`config.mk`:
```
export PLATFORM = sky130hd
export DESIGN_NAME = ind_reg_bridge
export DESIGN_NICKNAME = d
export VERILOG_FILES = /design/src/rtl/iob_pkg.sv /design/src/rtl/iob_far_seq.sv /design/src/rtl/iob_regs.sv /design/src/rtl/ind_reg_bridge.sv
export SDC_FILE = /design/constraint.sdc
export NUM_CORES = 1
export LEC_CHECK = 0
export BUFFER_PORTS_ARGS = -buffer_cell sky130_fd_sc_hd__buf_4
export CORE_ASPECT_RATIO = 1.5
export CORE_MARGIN = 5
export CORE_UTILIZATION = 25
export DETAILED_ROUTE_END_ITERATION = 8
export GPL_ROUTABILITY_DRIVEN = 0
export SKIP_LAST_GASP = 1
export SYNTH_ARGS = -nofsm -noshare
export SYNTH_HDL_FRONTEND = slang
export SYNTH_SLANG_ARGS = --single-unit
```
`constraint.sdc`:
```
create_clock -name clk_i -period 1.9 [get_ports clk_i]
set_input_delay 0.19 -clock clk_i [delete_from_list [all_inputs] [get_ports clk_i]]
set_output_delay 0.19 -clock clk_i [all_outputs]
set_load 0.005 [all_outputs]
```
`src/rtl/iob_pkg.sv`:
```
package iob_pkg;
  localparam int DW   = 32;
  localparam int BE_W = 8;

  typedef enum logic [1:0] {
    SEL_CTRL = 2'd0,
    SEL_BE   = 2'd1,
    SEL_ADDR = 2'd2,
    SEL_DATA = 2'd3
  } reg_sel_e;
endpackage

```
`src/rtl/iob_far_seq.sv`:
```
module iob_far_seq (
  input  logic clk_i,
  input  logic rst_ni,
  input  logic start_i,
  input  logic ack_i,
  output logic busy_o,
  output logic done_o
);
  logic busy_q;

  always_ff @(posedge clk_i or negedge rst_ni) begin
    if (!rst_ni)                busy_q <= 1'b0;
    else if (start_i && !busy_q) busy_q <= 1'b1;
    else if (ack_i && busy_q)   busy_q <= 1'b0;
  end

  assign busy_o = busy_q;
  assign done_o = busy_q & ack_i;
endmodule

```
`src/rtl/iob_regs.sv`:
```
module iob_regs
  import iob_pkg::*;
#(
  parameter int DW_P = DW,
  parameter int BE_P = BE_W
) (
  input  logic            clk_i,
  input  logic            rst_ni,
  input  logic            wr_en_i,
  input  reg_sel_e        wr_sel_i,
  input  logic [DW_P-1:0] wdata_i,
  input  logic            cap_i,
  input  logic [DW_P-1:0] cap_data_i,
  input  logic            rd_en_i,
  input  logic            rd_ok_i,
  input  reg_sel_e        rd_sel_i,
  input  logic            busy_i,
  output logic [BE_P-1:0] be_o,
  output logic [DW_P-1:0] addr_o,
  output logic [DW_P-1:0] data_o,
  output logic [DW_P-1:0] rdata_o
);
  localparam int PAD_W = DW_P - BE_P;

  logic [BE_P-1:0] be_q;
  logic [DW_P-1:0] addr_q, data_q, rdata_q, rd_mux;

  always_ff @(posedge clk_i or negedge rst_ni) begin
    if (!rst_ni) begin
      be_q   <= '0;
      addr_q <= '0;
    end else if (wr_en_i) begin
      if (wr_sel_i == SEL_BE)   be_q   <= wdata_i[BE_P-1:0];
      if (wr_sel_i == SEL_ADDR) addr_q <= wdata_i;
    end
  end

  // far-side capture and software write never coincide: writes are gated by busy
  always_ff @(posedge clk_i or negedge rst_ni) begin
    if (!rst_ni)                                data_q <= '0;
    else if (cap_i)                             data_q <= cap_data_i;
    else if (wr_en_i && wr_sel_i == SEL_DATA)   data_q <= wdata_i;
  end

  always_comb begin
    unique case (rd_sel_i)
      SEL_CTRL: rd_mux = {{(DW_P-1){1'b0}}, busy_i};
      SEL_BE:   rd_mux = {{PAD_W{1'b0}}, be_q};
      SEL_ADDR: rd_mux = addr_q;
      default:  rd_mux = data_q;
    endcase
  end

  always_ff @(posedge clk_i or negedge rst_ni) begin
    if (!rst_ni)      rdata_q <= '0;
    else if (rd_en_i) rdata_q <= rd_ok_i ? rd_mux : '0;
  end

  assign be_o    = be_q;
  assign addr_o  = addr_q;
  assign data_o  = data_q;
  assign rdata_o = rdata_q;
endmodule

```
`src/rtl/ind_reg_bridge.sv`:
```
module ind_reg_bridge
  import iob_pkg::*;
#(
  parameter int AW = 4
) (
  input  logic            clk_i,
  input  logic            rst_ni,
  input  logic [AW-1:0]   cpu_addr_i,
  input  logic            cpu_wr_i,
  input  logic            cpu_rd_i,
  input  logic [DW-1:0]   cpu_wdata_i,
  output logic [DW-1:0]   cpu_rdata_o,
  output logic            far_req_o,
  output logic            far_we_o,
  output logic [DW-1:0]   far_addr_o,
  output logic [DW-1:0]   far_wdata_o,
  output logic [BE_W-1:0] far_be_o,
  input  logic            far_ack_i,
  input  logic [DW-1:0]   far_rdata_i
);
  localparam logic [DW-1:0] GO_VAL = DW'(1);

  logic            aligned, busy, done, wr_en, start, cap;
  reg_sel_e        sel;
  logic [BE_W-1:0] be_w;
  logic [DW-1:0]   data_w;

  assign aligned = (cpu_addr_i[1:0] == 2'b00);
  assign sel     = reg_sel_e'(cpu_addr_i[3:2]);
  assign wr_en   = cpu_wr_i & aligned & ~busy;
  assign start   = wr_en & (sel == SEL_CTRL) & (cpu_wdata_i == GO_VAL);
  assign cap     = done & (be_w == '0);

  iob_far_seq u_seq (
    .clk_i   (clk_i),
    .rst_ni  (rst_ni),
    .start_i (start),
    .ack_i   (far_ack_i),
    .busy_o  (busy),
    .done_o  (done)
  );

  iob_regs #(.DW_P(DW), .BE_P(BE_W)) u_regs (
    .clk_i      (clk_i),
    .rst_ni     (rst_ni),
    .wr_en_i    (wr_en),
    .wr_sel_i   (sel),
    .wdata_i    (cpu_wdata_i),
    .cap_i      (cap),
    .cap_data_i (far_rdata_i),
    .rd_en_i    (cpu_rd_i),
    .rd_ok_i    (aligned),
    .rd_sel_i   (sel),
    .busy_i     (busy),
    .be_o       (be_w),
    .addr_o     (far_addr_o),
    .data_o     (data_w),
    .rdata_o    (cpu_rdata_o)
  );

  assign far_req_o   = busy;
  assign far_we_o    = |be_w;
  assign far_be_o    = be_w;
  assign far_wdata_o = data_w;
endmodule

```
==> results of run 1 <==
[sequential cells by signal (all words and copies together) (netlist names)]
signal	count
u_seq.busy_o	1
u_regs.be_o	8
u_regs.rdata_o	32
u_regs.addr_o	32
u_regs.data_o	32
[how the worst max path moves through the flow]
stage,depth (start not counted),slack (ps),from,end
floorplan,5,140,u_regs.be_o[3],u_regs.data_o[20]
finish,3,70,u_regs.be_o[7],far_we_o
detailed placement,4,140,u_regs.be_o[7],u_regs.data_o[28]
global placement,4,170,u_regs.be_o[7],u_regs.data_o[9]
global route,4,0.9,u_regs.be_o[7],u_regs.data_o[16]
CTS,5,30,u_regs.be_o[3],far_we_o
[cells by family (layout without fill, tap and decap cells)]
group           after synthesis  in the layout  share of synthesized area
flops                       105            105                      0.529
simple gates                 96             96                      0.123
mux                          72             72                      0.159
compound gates               87             87                      0.117
buf+inv                      88            279                     0.0718
[placed cells by master (no fill, tap or decap), types with 2 or more instances in the layout]
| master | netlist | final |
|---|---|---|
| nor4_2 | 0 | 2 |
| o311ai_1 | 10 | 10 |
| nand3_1 | 35 | 35 |
| mux2_2 | 47 | 47 |
| bufinv_16 | 0 | 3 |
| dfrtp_1 | 105 | 105 |
| o311ai_0 | 7 | 7 |
| nor4_1 | 21 | 19 |
| nor2_1 | 2 | 2 |
| buf_12 | 0 | 2 |
| o22ai_1 | 32 | 32 |
| o21ai_0 | 14 | 14 |
| a22oi_1 | 7 | 7 |
| nand4_1 | 18 | 18 |
| mux2i_1 | 24 | 24 |
| nor4_4 | 2 | 2 |
| and2_1 | 1 | 2 |
| buf_4 | 0 | 208 |
| clkbuf_16 | 0 | 9 |
| a31oi_1 | 15 | 15 |
| inv_1 | 51 | 51 |
| nand2_1 | 5 | 5 |
[worst max-delay path, cell delays in order, from the launching register on]
cell	delay, ps
dfrtp_1	450
nor4_4	540
nand2_1	140
buf_4	160
[cell type report]
class,count,area [sq um],area share
clock inverters,6,113,0.0158
well taps,260,325,0.0457
inverters,51,191,0.0269
repair buffers,212,1620,0.228
multi-input cells,255,2000,0.281
clock buffers,10,239,0.0336
flip-flops and latches,105,2630,0.369
[per-layer routing]
metal | GRT usage | wire [um] | vias up
li1 | - | - | 2040
met1 | 0.198 | 7410 | 2207
met2 | 0.282 | 9730 | 168
met3 | 0.0319 | 1020 | 31
met4 | 0.0690 | 623 | 0
met5 | 0 | 0 | -
[where the power goes]
| group | internal (mW) | switching (mW) |
|---|---|---|
| sequential | 2.63 | 0.386 |
| combinational | 1.05 | 0.797 |
| clock | 1.33 | 0.901 |
[metrics by stage]
step | utilization | setup WS [ps] | cells | hold slack (ps) | power [mW]
after floorplan | - | 136 | 448 | -106 | 3.72
after global placement | 0.342 | 170 | 882 | 154 | 4.88
after detailed placement | 0.342 | 140 | 882 | 149 | 4.92
after CTS | 0.360 | 35.0 | 899 | 66.4 | 7.16
after global routing | 0.361 | 0.906 | 899 | 79.0 | 7.44
final | 0.361 | 65.8 | 899 | 79.7 | 7.09
[timing repair]
action | CTS | global route
hold buffers | 1 | 0
resized for setup | 0 | 3
endpoints found under the hold margin | 25 | 0
setup endpoints to repair | 1 | 3
buffers inserted | 0 | 0
pin swaps | 1 | 0
==> results.ini, run 1 <==
[detailed_routing]
drc = 0
drt-total-wl_um = 18800
vias_per_cell = 4.95
dr.pass1.iters = 4
vias = 4446
final_antenna_net_count = 0
wl_per_cell_um = 20.9
first_iter_violations = 259

[setup_path]
worst_setup_path_end_kind = primary output
worstSetupPathType = flop to primary output
rrSetupSlack_ps = 100
cp_max_fo = 6
crit_path_start_kind = flop
reg2reg_depth = 4
crit_arrival_ps = 1640
r2r_start = u_regs.be_o[7]
crit_required_ps = 1710
r2r_end = u_regs.data_o[16]

[timing]
skew_ps = 12.5
setup_violations = 0
hold_viol = 0
fmax_ghz = 0.545
tightest_slew_ps = 502
post-route-period-util = 0.965
period_minus_slack_ps = 1830
drv_slew = 0
fin_tns_setup_ps = 0
max_slew_margin = 0.663
rsz0062_at_grt = false

[flow_run]
max-cap-violations = 0

[cells_and_area]
layout-drive-gt1-share = 0.443
synthToLayoutAreaGrowth_pct = 43.2
nets = 707
diodes = 0
postLayoutCellArea_sq_um = 7110
nFillCells = 2020

[floorplanning]
coreArea_sq_um = 19700
row_count = 63
ios = 179
die_w_um = 125
die_area_sq_um = 22800
start_util = 0.252
die_y_um = 183

[clocking]
clock-root-buffer = clkbuf_16
cts_tree = done
cts_buffers = 9
cts_max_path_buffers = 2
cts_max_level = 3
insertion_delay_ps = 360
cts.clk_slew.worst_paths_ps = 70
cts.sinks = 105

[yosys]
ys_seq_elements = 105
syn-cell-area_sq_um = 4970
syn_inst = 448
synth_edf_count = 0
synthArstFlopShare = 1.00
synth_area_leaders = dfrtp_1 (53%), mux2_2 (11%), mux2i_1 (4.8%)
synth_warnings = 0
synth_ff_type = dfrtp_1
syn_avg_cell_area_sq_um = 11.1
synth_sequential_area_ratio = 0.529
synth.distinct_cells = 35
ys_top_cells_by_count = dfrtp_1 (105), inv_1 (51), mux2_2 (47)
synth_top_area_cell = dfrtp_1
yosysTopAreaCellShare = 0.529
synthesis.nets = 521
yosysMostFrequentCell = dfrtp_1

[power_and_ir_drop]
powerDensity_nw_per_um2 = 997
peakVddDrop_v = 0.000369
leakage_nw = 3.24

[global_route]
grt_util_all_layers = 0.163
grt_pass1_vias = 4616
grt_pass1_wl_um = 28800
grt.overflow.total = 0
antenna_found_initial = 0
grt_max_degree = 33

[worst_hold_path]
holdPathEnd = u_seq.busy_o
min_path_type = primary input to flop
min-delay-start = far_ack_i
whs_path_depth = 2

[outcome]
status = complete, no violations

[placement]
placed_area_sq_um = 6740
io_buffers = 178
dp_hpwl_um = 14400

(Power assumes the default switching activity.)
==> inputs of run 2 (changes only) <==
==> constraint.sdc (replaced) <==
create_clock -name clk_i -period 1.9 [get_ports clk_i]
set_input_delay 0.19 -clock clk_i [delete_from_list [all_inputs] [get_ports clk_i]]
set_output_delay 0.19 -clock clk_i [all_outputs]
set_load 0.01 [all_outputs]
==> run 2 against run 1 <==
Effect of this change: cell area fell by 0.69%; register-to-register slack barely moved; clock-buffer cell count rose by 2; critical path type unchanged; critical endpoint unchanged.
==> results.ini, run 2 (synthesized netlist as in run 1, its figures left out) <==
[setup_path]
cpLargestDelayFamily = buffers and inverters  ; was simple AND/OR/NAND/NOR gates
crit_arrival_ps = 1650  ; was 1640 ps
path_buf_inv = 3  ; was 1
crit_path_start_kind = flop  ; unchanged
worst_setup_path_end_kind = primary output  ; unchanged
r2r_start = u_regs.be_o[6]  ; was u_regs.be_o[7]
critPathLaunch = u_regs.be_o[3]  ; was u_regs.be_o[7]
cp_max_fo = 11  ; was 6
worstSetupPathType = flop to primary output  ; unchanged
path_cells = buf_4 -> nor4_4 -> buf_6 -> nand2_1 -> buf_4  ; was nor4_4 -> nand2_1 -> buf_4
slowest_delay_ps = 380  ; was 540 ps
crit_top_cell = buf_4
cp_slowest_cell = dfrtp_1  ; was nor4_4
rrSetupSlack_ps = 110  ; was 100 ps
crit_required_ps = 1710  ; about the same

[cells_and_area]
nets = 710  ; was 707
final_cells = 902  ; was 899
diodes = 0  ; unchanged
nFillCells = 2032  ; was 2020
postLayoutCellArea_sq_um = 7070  ; was 7110 sq um
synthToLayoutAreaGrowth_pct = 42.2  ; was 43.2%
final_common_cell = buf_4  ; unchanged
final_core_util = 0.359  ; was 0.361
layout-drive-gt1-share = 0.441  ; was 0.443
layout_common_cells = buf_4 (210), dfrtp_1 (105), inv_1 (51)  ; was buf_4 (208), dfrtp_1 (105), inv_1 (51)

[timing]
fin_tns_setup_ps = 0  ; unchanged
tightest_slew_ps = 447  ; was 502 ps
post-route-period-util = 0.967  ; was 0.965
drv_slew = 0  ; unchanged
max_slew_margin = 0.700  ; was 0.663
hold_viol = 0  ; unchanged
skew_ps = 10.6  ; was 12.5 ps
rsz0062_at_grt = true  ; was false
fmax_ghz = 0.544  ; was 0.545 GHz
fin_hold_ws_ps = 65.3  ; was 79.7 ps
period_minus_slack_ps = 1840  ; was 1830 ps
worst_slack_ps = 61.8  ; was 65.8 ps
setup_violations = 0  ; unchanged

[detailed_routing]
vias_per_cell = 4.92  ; was 4.95
drc = 0  ; unchanged
drt-total-wl_um = 18700  ; was 18800 um
wl_per_cell_um = 20.7  ; was 20.9 um
dr.pass1.iters = 4  ; unchanged
first_iter_violations = 293  ; was 259
vias = 4438  ; was 4446
final_antenna_net_count = 0  ; unchanged

[flow_run]
max-cap-violations = 0  ; unchanged

[clocking]
cts.sinks = 105  ; unchanged
clock-root-buffer = clkbuf_16  ; unchanged
cts_max_path_buffers = 2  ; unchanged
cts_max_level = 3  ; unchanged
postCtsSetupRepairBufs = 0  ; unchanged
cts_tree = done  ; unchanged
cts_buffers = 9  ; unchanged
cts.clk_slew.worst_paths_ps = 70  ; about the same
insertion_delay_ps = 360  ; about the same

[floorplanning]
die_area_sq_um = 22800  ; unchanged
row_count = 63  ; unchanged
coreArea_sq_um = 19700  ; unchanged
die_y_um = 183  ; unchanged
start_util = 0.252  ; unchanged
die_w_um = 125  ; unchanged
ios = 179  ; unchanged

[power_and_ir_drop]
powerDensity_nw_per_um2 = 966  ; was 997 nW/um^2
power_mw = 6.82  ; was 7.09 mW
leakage_nw = 3.22  ; was 3.24 nW
peakVddDrop_v = 0.000462  ; was 0.000369 V

[worst_hold_path]
min_path_type = primary input to flop  ; unchanged
min-delay-start = far_ack_i  ; unchanged

[placement]
placed_area_sq_um = 6770  ; was 6740 sq um
dp.cells = 885  ; was 882
io_buffers = 178  ; unchanged
dp_hpwl_um = 14300  ; was 14400 um
place_ws_ps = 124  ; was 140 ps

[global_route]
antenna_found_initial = 0  ; unchanged
grt_max_degree = 35  ; was 33
grt.overflow.total = 0  ; unchanged
grt_util_all_layers = 0.162  ; was 0.163
grt_pass1_vias = 4762  ; was 4616
grt_pass1_wl_um = 28300  ; was 28800 um

[outcome]
status = complete, no violations  ; unchanged

run 2: cell count changes in the layout (fill, tap and decap cells not counted), sizes merged:
cell,before,now
buf,211,214
bufinv,3,0
clkbuf,10,12
clkinv,2,3
run 2: worst register-to-register path: stages (launching register included):
cell	delay, ps
dfrtp_1	460
or4_1	620
buf_4	240
nor4_1	280
a31oi_1	70
run 2: metal layers:
| metal | up-vias | wire length, um | global-route usage |
|---|---|---|---|
| met3 | 31 | 1090 | 0.0360 |
| met5 | - | 0 | 0 |
| met2 | 147 | 9610 | 0.282 |
| met4 | 0 | 678 | 0.0742 |
| met1 | 2208 | 7330 | 0.189 |
| li1 | 2052 | - | - |
run 2: repair_timing:
item / CTS / global route
setup endpoints to repair: 0 / 2
gates resized for setup: 0 / 2
hold buffers: 1 / 0
endpoints found under the hold margin: 26 / 0
run 2: power breakdown:
part,switching [mW],total [mW],internal (mW)
Combinational,0.956,2.03,1.08
Clock,0.863,1.79,0.930
Sequential,0.369,3.00,2.63
run 2: final cells by class:
type / instances / area [sq um] / area share
well taps: 260 / 325 / 0.0460
multi-input cells: 255 / 1990 / 0.282
repair buffers: 215 / 1660 / 0.235
clock buffers: 12 / 246 / 0.0349
flip-flops and latches: 105 / 2630 / 0.372
inverters: 51 / 191 / 0.0271
clock inverters: 4 / 27.5 / 0.00390
run 2: path summary, 6_finish.rpt:
check,end,cells after the start
min reg2reg,u_regs.rdata_o[24],2
min in group asynchronous,u_regs.rdata_o[21],2
max,far_we_o,5
max reg2reg,u_regs.data_o[28],4
min,u_seq.busy_o,2
max in group asynchronous,u_regs.addr_o[15],3
==> inputs of run 3 (changes only) <==
--- a/config.mk
+++ b/config.mk
@@ -9,6 +9,7 @@
 export CORE_ASPECT_RATIO = 1.5
 export CORE_MARGIN = 5
 export CORE_UTILIZATION = 25
+export CTS_BUF_LIST = sky130_fd_sc_hd__clkbuf_16
 export DETAILED_ROUTE_END_ITERATION = 8
 export GPL_ROUTABILITY_DRIVEN = 0
 export SKIP_LAST_GASP = 1
==> constraint.sdc (replaced) <==
create_clock -name clk_i -period 1.5 [get_ports clk_i]
set_input_delay 0.15 -clock clk_i [delete_from_list [all_inputs] [get_ports clk_i]]
set_output_delay 0.15 -clock clk_i [all_outputs]
set_load 0.01 [all_outputs]
==> run 3 against run 2 <==
Effect of this change: the flow now finishes with violations (setup timing); utilization is 2.7 points higher; global-route usage is 0.56 points higher; cell area grew 7.4%; hold slack got worse by 45 ps; wire length up 5.1%; critical endpoint is now u_regs.data_o[4]; largest cell class unchanged.
==> results.ini, run 3 (synthesized netlist as in run 1, its figures left out) <==
[setup_path]
cp_max_fo = 7  ; was 11
path_buf_inv = 1  ; was 3
crit_required_ps = 1720  ; was 1710 ps
reg2reg_depth = 4  ; unchanged
crit_cells = 4  ; was 5
worst_setup_path_end_kind = flop  ; was primary output
slowest_delay_ps = 590  ; was 380 ps
cpLargestDelayFamily = simple AND/OR/NAND/NOR gates  ; was buffers and inverters
worstSetupPathType = flop to flop  ; was flop to primary output
cp_slowest_cell = or4_4  ; was dfrtp_1
crit_arrival_ps = 1900  ; was 1650 ps
path_cells = or4_4 -> nor3_4 -> buf_6 -> o311ai_1  ; was buf_4 -> nor4_4 -> buf_6 -> nand2_1 -> buf_4
crit_path_start_kind = flop  ; unchanged
rrSetupSlack_ps = -180  ; was 110 ps

[detailed_routing]
vias_per_cell = 5.01  ; was 4.92
final_antenna_net_count = 0  ; unchanged
dr.pass1.iters = 5  ; was 4
first_iter_violations = 321  ; was 293
drc = 0  ; unchanged
drt-total-wl_um = 19600  ; was 18700 um
wl_per_cell_um = 21.2  ; was 20.7 um
vias = 4649  ; was 4438

[clocking]
cts.clk_slew.worst_paths_ps = 70  ; about the same
clock-root-buffer = clkbuf_16  ; unchanged
cts_buffers = 9  ; unchanged
cts_max_level = 3  ; unchanged
cts_max_path_buffers = 2  ; unchanged
cts_tree = done  ; unchanged
insertion_delay_ps = 350  ; was 360 ps
cts.sinks = 105  ; unchanged

[timing]
max_slew_margin = 0.727  ; was 0.700
tightest_slew_ps = 406  ; was 447 ps
hold_viol = 0  ; unchanged
rsz0062_at_grt = true  ; unchanged
post-route-period-util = 1.12
fmax_ghz = 0.597
period_minus_slack_ps = 1680
skew_ps = 6.37  ; was 10.6 ps
fin_tns_setup_ps = -6180  ; was 0 ps
drv_slew = 0  ; unchanged
setup_violations = 65  ; was 0
worst_slack_ps = -176  ; was 61.8 ps

[outcome]
status = finished with violations  ; was complete, no violations
violations = setup timing

[global_route]
grt_max_degree = 39  ; was 35
grt_pass1_vias = 4992  ; was 4762
grt_util_all_layers = 0.167  ; was 0.162
grt_pass1_wl_um = 29400  ; was 28300 um
grt.overflow.total = 0  ; unchanged
antenna_found_initial = 0  ; unchanged

[cells_and_area]
final_common_cell = buf_4  ; unchanged
layout-drive-gt1-share = 0.501  ; was 0.441
synthToLayoutAreaGrowth_pct = 52.8  ; was 42.2%
final_core_util = 0.385  ; was 0.359
layout_common_cells = buf_4 (217), dfrtp_1 (102), inv_1 (51)  ; was buf_4 (210), dfrtp_1 (105), inv_1 (51)
nFillCells = 1993  ; was 2032
nets = 736  ; was 710
diodes = 0  ; unchanged

[floorplanning]
die_area_sq_um = 22800  ; unchanged
start_util = 0.252  ; unchanged
die_w_um = 125  ; unchanged
die_y_um = 183  ; unchanged
ios = 179  ; unchanged
row_count = 63  ; unchanged
coreArea_sq_um = 19700  ; unchanged

[placement]
io_buffers = 178  ; unchanged
dp_hpwl_um = 14700  ; was 14300 um

[worst_hold_path]
whs_path_depth = 2  ; unchanged
min_path_type = primary input to flop  ; unchanged

[power_and_ir_drop]
leakage_nw = 3.45  ; was 3.22 nW
powerDensity_nw_per_um2 = 1210  ; was 966 nW/um^2
peakVddDrop_v = 0.000564  ; was 0.000462 V

[flow_run]
max-cap-violations = 0  ; unchanged

[run 3: cell types whose count changed in the layout (fill, tap and decap cells not counted), sizes merged]
cell and delta:
clkinv +1, buf +25, inv -1, clkinvlp +2
bufinv +1, clkbuf -2
[run 3: final timing paths]
| check | to | startpoint |
|---|---|---|
| min | u_seq.busy_o | far_ack_i |
| max reg2reg | u_regs.data_o[4] | u_regs.be_o[3] |
| max | u_regs.data_o[4] | u_regs.be_o[3] |
| max in group asynchronous | u_regs.data_o[4] | rst_ni |
| min in group asynchronous | u_regs.rdata_o[21] | rst_ni |
| min reg2reg | u_regs.rdata_o[17] | u_regs.rdata_o[17] |
[run 3: layout make-up]
cell class / count / area, sq um / area share
multi-input combinational: 255 / 2200 / 0.289
tap: 260 / 325 / 0.0429
inverter: 51 / 191 / 0.0252
timing repair buffer: 241 / 1960 / 0.258
sequential: 105 / 2630 / 0.347
clock buffer: 9 / 225 / 0.0297
clock inverter: 7 / 61.3 / 0.00808
[run 3: through the flow]
| stage | std cells | instance area [sq um] | hold WS (ps) | setup slack (ps) | power (mW) |
|---|---|---|---|---|---|
| 6_report | 928 | 7590 | 20.6 | -176 | 9.15 |
| 5_1_grt | 928 | 7590 | 12.2 | -232 | 9.60 |
| 4_1_cts | 920 | 7330 | 13.9 | -178 | 9.07 |
| 3_5_place_dp | 897 | 6870 | 114 | -193 | 6.55 |
| 3_3_place_gp | 897 | 6870 | 113 | -137 | 6.50 |
| 2_1_floorplan | 448 | 4990 | -146 | -274 | 4.90 |
[run 3: what timing repair did]
action,in CTS,in global routing
gates resized for setup,25,41
setup endpoints to repair,55,74
endpoints found under the hold margin,25,0
buffers inserted,6,6
pin swaps,2,4
gates cloned,0,2
hold buffers,1,0
[run 3: metal layers]
layer,wire (um),vias up,GRT usage
met5,0,-,0
met4,848,0,0.0829
met3,991,52,0.0296
met2,10000,189,0.288
met1,7810,2295,0.201
li1,-,2113,-
[run 3: power by group]
group          switching, mW  internal, mW  total (mW)
combinational           1.40          1.61        3.01
clock                   1.09          1.28        2.37
sequential             0.446          3.33        3.78
total                   2.94          6.22        9.15
